==> src/rtl/tod_pkg.sv <==
package tod_pkg;
  typedef enum logic {
    MODE_COARSE = 1'b0,
    MODE_FINE   = 1'b1
  } tod_mode_e;
endpackage

==> src/rtl/tod_rst_sync.sv <==
module tod_rst_sync #(
  parameter int STAGES = 2
) (
  input  logic clk,
  input  logic rst_n_i,
  output logic rst_n_o
);
  logic [STAGES-1:0] sync_q;

  always_ff @(posedge clk or negedge rst_n_i) begin
    if (!rst_n_i) sync_q <= '0;
    else          sync_q <= {sync_q[STAGES-2:0], 1'b1};
  end

  assign rst_n_o = sync_q[STAGES-1];
endmodule

==> src/rtl/tod_cfg_regs.sv <==
module tod_cfg_regs
  import tod_pkg::*;
#(
  parameter int INC_W = 8,
  parameter int ACC_W = 32,
  parameter logic [ACC_W-1:0] ADDEND_RST = ACC_W'(1) << (ACC_W-1)
) (
  input  logic             clk,
  input  logic             rst_n,
  input  logic             cfg_wr_i,
  input  logic             cfg_fine_i,
  input  logic [INC_W-1:0] cfg_inc_i,
  input  logic             addend_wr_i,
  input  logic [ACC_W-1:0] addend_i,
  output tod_mode_e        mode_o,
  output logic [INC_W-1:0] inc_o,
  output logic [ACC_W-1:0] addend_o
);
  tod_mode_e        mode_q, mode_d;
  logic [INC_W-1:0] inc_q, inc_d;
  logic [ACC_W-1:0] add_q, add_d;

  always_comb begin
    mode_d = mode_q;
    inc_d  = inc_q;
    add_d  = add_q;
    if (cfg_wr_i) begin
      mode_d = cfg_fine_i ? MODE_FINE : MODE_COARSE;
      inc_d  = cfg_inc_i;
    end
    if (addend_wr_i) add_d = addend_i;
  end

  always_ff @(posedge clk or negedge rst_n) begin
    if (!rst_n) begin
      mode_q <= MODE_COARSE;
      inc_q  <= '0;
      add_q  <= ADDEND_RST;
    end else begin
      mode_q <= mode_d;
      inc_q  <= inc_d;
      add_q  <= add_d;
    end
  end

  assign mode_o   = mode_q;
  assign inc_o    = inc_q;
  assign addend_o = add_q;
endmodule

==> src/rtl/tod_phase_acc.sv <==
module tod_phase_acc #(
  parameter int ACC_W = 32
) (
  input  logic             clk,
  input  logic             rst_n,
  input  logic             clr_i,
  input  logic             en_i,
  input  logic [ACC_W-1:0] addend_i,
  output logic             carry_o
);
  logic [ACC_W-1:0] acc_q, acc_d;
  logic [ACC_W:0]   sum;

  always_comb begin
    sum   = {1'b0, acc_q} + {1'b0, addend_i};
    acc_d = acc_q;
    if (clr_i)     acc_d = '0;
    else if (en_i) acc_d = sum[ACC_W-1:0];
    carry_o = en_i & ~clr_i & sum[ACC_W];
  end

  always_ff @(posedge clk or negedge rst_n) begin
    if (!rst_n) acc_q <= '0;
    else        acc_q <= acc_d;
  end
endmodule

==> src/rtl/tod_time_regs.sv <==
module tod_time_regs #(
  parameter int SEC_W      = 32,
  parameter int NS_W       = 30,
  parameter int INC_W      = 8,
  parameter int NS_PER_SEC = 1000000000
) (
  input  logic             clk,
  input  logic             rst_n,
  input  logic             load_i,
  input  logic [SEC_W-1:0] load_sec_i,
  input  logic [NS_W-1:0]  load_ns_i,
  input  logic             step_i,
  input  logic [INC_W-1:0] inc_i,
  output logic [SEC_W-1:0] sec_o,
  output logic [NS_W-1:0]  ns_o,
  output logic             tick_o
);
  localparam int SUM_W = NS_W + 1;
  localparam logic [SUM_W-1:0] NS_LIM = SUM_W'(NS_PER_SEC);

  logic [SEC_W-1:0] sec_q, sec_d;
  logic [NS_W-1:0]  ns_q, ns_d;
  logic             tick_q, tick_d;
  logic [SUM_W-1:0] ns_sum, ns_adv;
  logic             roll;

  always_comb begin
    ns_sum = {1'b0, ns_q} + SUM_W'(inc_i);
    roll   = (ns_sum >= NS_LIM);
    ns_adv = roll ? (ns_sum - NS_LIM) : ns_sum;
    sec_d  = sec_q;
    ns_d   = ns_q;
    tick_d = 1'b0;
    if (load_i) begin
      sec_d = load_sec_i;
      ns_d  = load_ns_i;
    end else if (step_i) begin
      ns_d   = NS_W'(ns_adv);
      tick_d = (inc_i != '0);
      if (roll) sec_d = sec_q + SEC_W'(1);
    end
  end

  always_ff @(posedge clk or negedge rst_n) begin
    if (!rst_n) begin
      sec_q  <= '0;
      ns_q   <= '0;
      tick_q <= 1'b0;
    end else begin
      sec_q  <= sec_d;
      ns_q   <= ns_d;
      tick_q <= tick_d;
    end
  end

  assign sec_o  = sec_q;
  assign ns_o   = ns_q;
  assign tick_o = tick_q;
endmodule

==> src/rtl/ptp_tod_counter.sv <==
module ptp_tod_counter
  import tod_pkg::*;
#(
  parameter int SEC_W      = 32,
  parameter int NS_W       = 30,
  parameter int INC_W      = 8,
  parameter int ACC_W      = 32,
  parameter int NS_PER_SEC = 1000000000
) (
  input  logic             clk,
  input  logic             rst_n,
  input  logic             cfg_wr_i,
  input  logic             cfg_fine_i,
  input  logic [INC_W-1:0] cfg_inc_i,
  input  logic             addend_wr_i,
  input  logic [ACC_W-1:0] addend_i,
  input  logic             init_i,
  input  logic [SEC_W-1:0] init_sec_i,
  input  logic [NS_W-1:0]  init_ns_i,
  output logic [SEC_W-1:0] tod_sec_o,
  output logic [NS_W-1:0]  tod_ns_o,
  output logic             tick_o
);
  localparam logic [ACC_W-1:0] ADDEND_MID = ACC_W'(1) << (ACC_W-1);

  logic             rst_n_s;
  tod_mode_e        mode;
  logic [INC_W-1:0] inc;
  logic [ACC_W-1:0] addend;
  logic             carry;
  logic             step;
  logic             fine_en;

  tod_rst_sync #(.STAGES(2)) u_rst (
    .clk     (clk),
    .rst_n_i (rst_n),
    .rst_n_o (rst_n_s)
  );

  tod_cfg_regs #(
    .INC_W(INC_W), .ACC_W(ACC_W), .ADDEND_RST(ADDEND_MID)
  ) u_cfg (
    .clk         (clk),
    .rst_n       (rst_n_s),
    .cfg_wr_i    (cfg_wr_i),
    .cfg_fine_i  (cfg_fine_i),
    .cfg_inc_i   (cfg_inc_i),
    .addend_wr_i (addend_wr_i),
    .addend_i    (addend_i),
    .mode_o      (mode),
    .inc_o       (inc),
    .addend_o    (addend)
  );

  assign fine_en = (mode == MODE_FINE);

  tod_phase_acc #(.ACC_W(ACC_W)) u_acc (
    .clk      (clk),
    .rst_n    (rst_n_s),
    .clr_i    (init_i),
    .en_i     (fine_en),
    .addend_i (addend),
    .carry_o  (carry)
  );

  always_comb begin
    if (fine_en) step = carry;
    else         step = ~init_i;
  end

  tod_time_regs #(
    .SEC_W(SEC_W), .NS_W(NS_W), .INC_W(INC_W), .NS_PER_SEC(NS_PER_SEC)
  ) u_time (
    .clk        (clk),
    .rst_n      (rst_n_s),
    .load_i     (init_i),
    .load_sec_i (init_sec_i),
    .load_ns_i  (init_ns_i),
    .step_i     (step),
    .inc_i      (inc),
    .sec_o      (tod_sec_o),
    .ns_o       (tod_ns_o),
    .tick_o     (tick_o)
  );
endmodule

==> config.mk <==
export PLATFORM = sky130hd
export DESIGN_NAME = ptp_tod_counter
export DESIGN_NICKNAME = d
export VERILOG_FILES = /design/src/rtl/tod_pkg.sv /design/src/rtl/tod_rst_sync.sv /design/src/rtl/tod_cfg_regs.sv /design/src/rtl/tod_phase_acc.sv /design/src/rtl/tod_time_regs.sv /design/src/rtl/ptp_tod_counter.sv
export SDC_FILE = /design/constraint.sdc
export NUM_CORES = 1
export LEC_CHECK = 0
export ABC_AREA = 1
export BUFFER_PORTS_ARGS = -buffer_cell sky130_fd_sc_hd__buf_2
export CORE_MARGIN = 1
export CORE_UTILIZATION = 60
export DETAILED_ROUTE_END_ITERATION = 8
export PLACE_DENSITY = 0.84
export SYNTH_ARGS = -nofsm -noshare
export SYNTH_HDL_FRONTEND = slang
export SYNTH_HIERARCHICAL = 1
export SYNTH_SLANG_ARGS = --single-unit
export TNS_END_PERCENT = 50
==> constraint.sdc <==
create_clock -name clk -period 11.9 [get_ports clk]
set_input_delay 0.595 -clock clk [delete_from_list [all_inputs] [get_ports clk]]
set_output_delay 0.595 -clock clk [all_outputs]
set_load 0.03 [all_outputs]
==> results.toml <==
[drt]
drc = 0
wl_per_cell_um = 15.0
vias = 11600
viasPerCell = 5.40
first_pass_iters = 6
drt_iter0_markers = 866
wl_um = 32000
ant_nets = 0

[sta]
rsz0062_at_grt = "false"
hold_viol = 0
finalSetupViolCount = 0
holdWs_ns = 0.365
worst_slack_ns = 7.53
relSlewSlack_pct = 30.1
post-route-period-util_pct = 36.7
fin_crit_ns = 4.37
tightest_slew_ns = 1.05
fin_skew_ns = 0.0119
drv_slew = 0
fmax_ghz = 0.229
fin_setup_tns_ns = 0

[clock_network]
insertion_delay_ns = 0.43
cts-htree-levels = 4
cts_made_buffers = 17
cts.sinks = 138
clk_path_buf_depth = 2
cts.reportedPaths.clkPinSlew_ns = 0.07
cts_resized = 0
cts.root.buffer_cell = "clkbuf_16"
cts_tree = "built"

[cells_and_area]
fill_cells = 1609
layout_common_cells = "nand2_1, inv_1, buf_2"
area_growth_pct = 13.7
regArea_sq_mm = 0.00346
drive_gt1_share_pct = 15.4
final_nets = 2051
final_common_cell = "nand2_1"
stdcell_area_sq_mm = 0.0125
multi_input_area_sq_mm = 0.00647
diodes = 0

[flow_run]
timing.max_cap.violations = 0

[floorplanning]
fp.dieH_um = 138
die_x_um = 138
rows = 49
die-area_sq_mm = 0.0189
io_pins = 171
start_util_pct = 61.3
core_area_sq_mm = 0.0180

[worst_hold_path]
hold_start = "addend_i[4]"
hp-class = "in2reg"

[worst_setup_path]
path_class = "reg2reg"
cp-start-kind = "flop"
end_kind = "flop"
cp.required_ns = 12.22
r2r_start = "u_cfg/inc_o[0]"
crit_path_max_fanout = 37
arrival_ns = 4.69
critPathLaunch = "u_cfg/inc_o[0]"

[pwr]
power_mw = 1.63
p_leak_nw = 7.13
power_density_mw_per_mm2 = 130
ir_drop_v = 0.000142

[place]
placed_cell_area_sq_mm = 0.0120
dp_hpwl_um = 24000
portBuffers = 170
globalplace.congestion = 0.959
dp_slack_ns = 7.64

[yosys]
syn_avg_cell_area_sq_um = 6.32
synth-seq-area-share_pct = 31.4
synth_edf_count = 0
ys_seq_elements = 138
synth_cell_types = 53
yosysWarnings = 6
synthFlopType = "dfrtp_1"
synthArstFlopShare_pct = 100
netlist_area_sq_mm = 0.0110
synthCells = 1743
syn_nets = 1895

[global_route]
grt_max_degree = 82
grt_use_total_pct = 34.5
grt_overflow = 0
grt_pass1_wl_um = 50500
grt_pass1_vias = 10600
antenna_found_initial = 0

[run_status]
status = "finished clean"
[cell type report]
cell class | count | share of cell area, %
clock buffer | 20 | 3.56
clock inverter | 12 | 0.939
inverter | 224 | 6.77
multi-input combinational | 1342 | 51.7
sequential | 138 | 27.6
tap | 229 | 2.29
timing repair buffer | 176 | 7.17
[per-stage QoR]
stage,cells,util [%]
after CTS,2141,69.8
final,2141,69.8
after global placement,2108,66.6
after floorplan,1743,-
after global routing,2141,69.8
after detailed placement,2108,66.6
[per-layer routing]
metal	global-route usage [%]	wire length, um
met1	44.4	14000
met2	58.7	15500
met3	4.97	1790
met4	12.7	799
met5	0	0
[flip-flops by register name, indices dropped and copies added, names as in the netlist]
signal / flops
u_time/ns_o: 30
u_cfg/mode_o: 1
u_cfg/addend_o: 32
u_rst/sync_q: 2
u_time/sec_o: 32
u_cfg/inc_o: 8
u_acc/acc_q: 32
u_time/tick_o: 1
[final timing paths]
path | to | slack (ns) | cells after the start
setup / recovery | u_time/sec_o[11] | 7.53 | 16
hold / removal | u_cfg/addend_o[4] | 0.37 | 3
setup reg to reg | u_time/sec_o[11] | 7.53 | 16
hold reg to reg | u_rst/sync_q[1] | 0.37 | 0
max in group asynchronous | u_acc/acc_q[28] | 10.06 | 1
min in group asynchronous | u_rst/sync_q[1] | 0.51 | 2
[critical path, stage by stage, from the launching register on]
cell and delay (ns):
dfrtp_1 0.40, ha_1 0.28, fa_1 0.45, nand3_1 0.13, nand3_2 0.17, xnor2_1 0.37
ha_1 0.22, inv_1 0.06, nand3_1 0.10, nand2_1 0.11, nand2_1 0.09, inv_1 0.09
nand3_4 0.14, nand3_4 0.35, nand2_2 0.50, nand2_2 0.47, o21ai_1 0.32
[power breakdown]
| part | total, mW | internal, mW | switching, mW |
|---|---|---|---|
| clock network | 0.518 | 0.296 | 0.222 |
| registers | 0.586 | 0.522 | 0.0647 |
| logic | 0.526 | 0.168 | 0.358 |
| total | 1.63 | 0.986 | 0.645 |
[what timing repair did]
action / 4_1_cts / 5_1_grt
setup buffers: 0 / 0
hold endpoints to repair: 2 / 0
hold buffers: 1 / 0
[kinds of logic (layout without fill, tap and decap cells)]
kind of cell / after synthesis / count (layout) / synth area share [%]
adder cells (fa/ha/maj): 44 / 44 / 5.13
flip-flops: 138 / 138 / 31.4
other: 1 / 1 / 0.0340
XOR/XNOR: 33 / 33 / 2.62
AND/OR/NAND/NOR: 1150 / 1150 / 44.5
buffers and inverters: 263 / 432 / 9.97
AO/OA/AOI/OAI: 114 / 114 / 6.34
[cell usage after synthesis, types with 4 or more instances]
library cell  number  area [sq um]
a22oi_1           19           143
dfrtp_1          137          3430
o21ai_0           22           110
o21ai_2            5          43.8
o211ai_1           5          37.5
nand3b_1           8          60.1
ha_1              42           526
nor3_1            17          85.1
nor2_1           102           383
clkbuf_1          18          67.6
nand3_2            6          60.1
inv_1            214           803
xnor2_1           11          96.3
nor2_4             6          67.6
nand4_1           22           138
buf_2              7          35.0
a21oi_1           38           190
o21ai_1           12          60.1
xor2_1            22           193
buf_6              4          45.0
nand2_1          768          2880
nor2_2            14          87.6
nand3_1          158           791
inv_2              8          30.0
nand2_2           32           200
No activity file was read; power rests on OpenSTA's default activity.
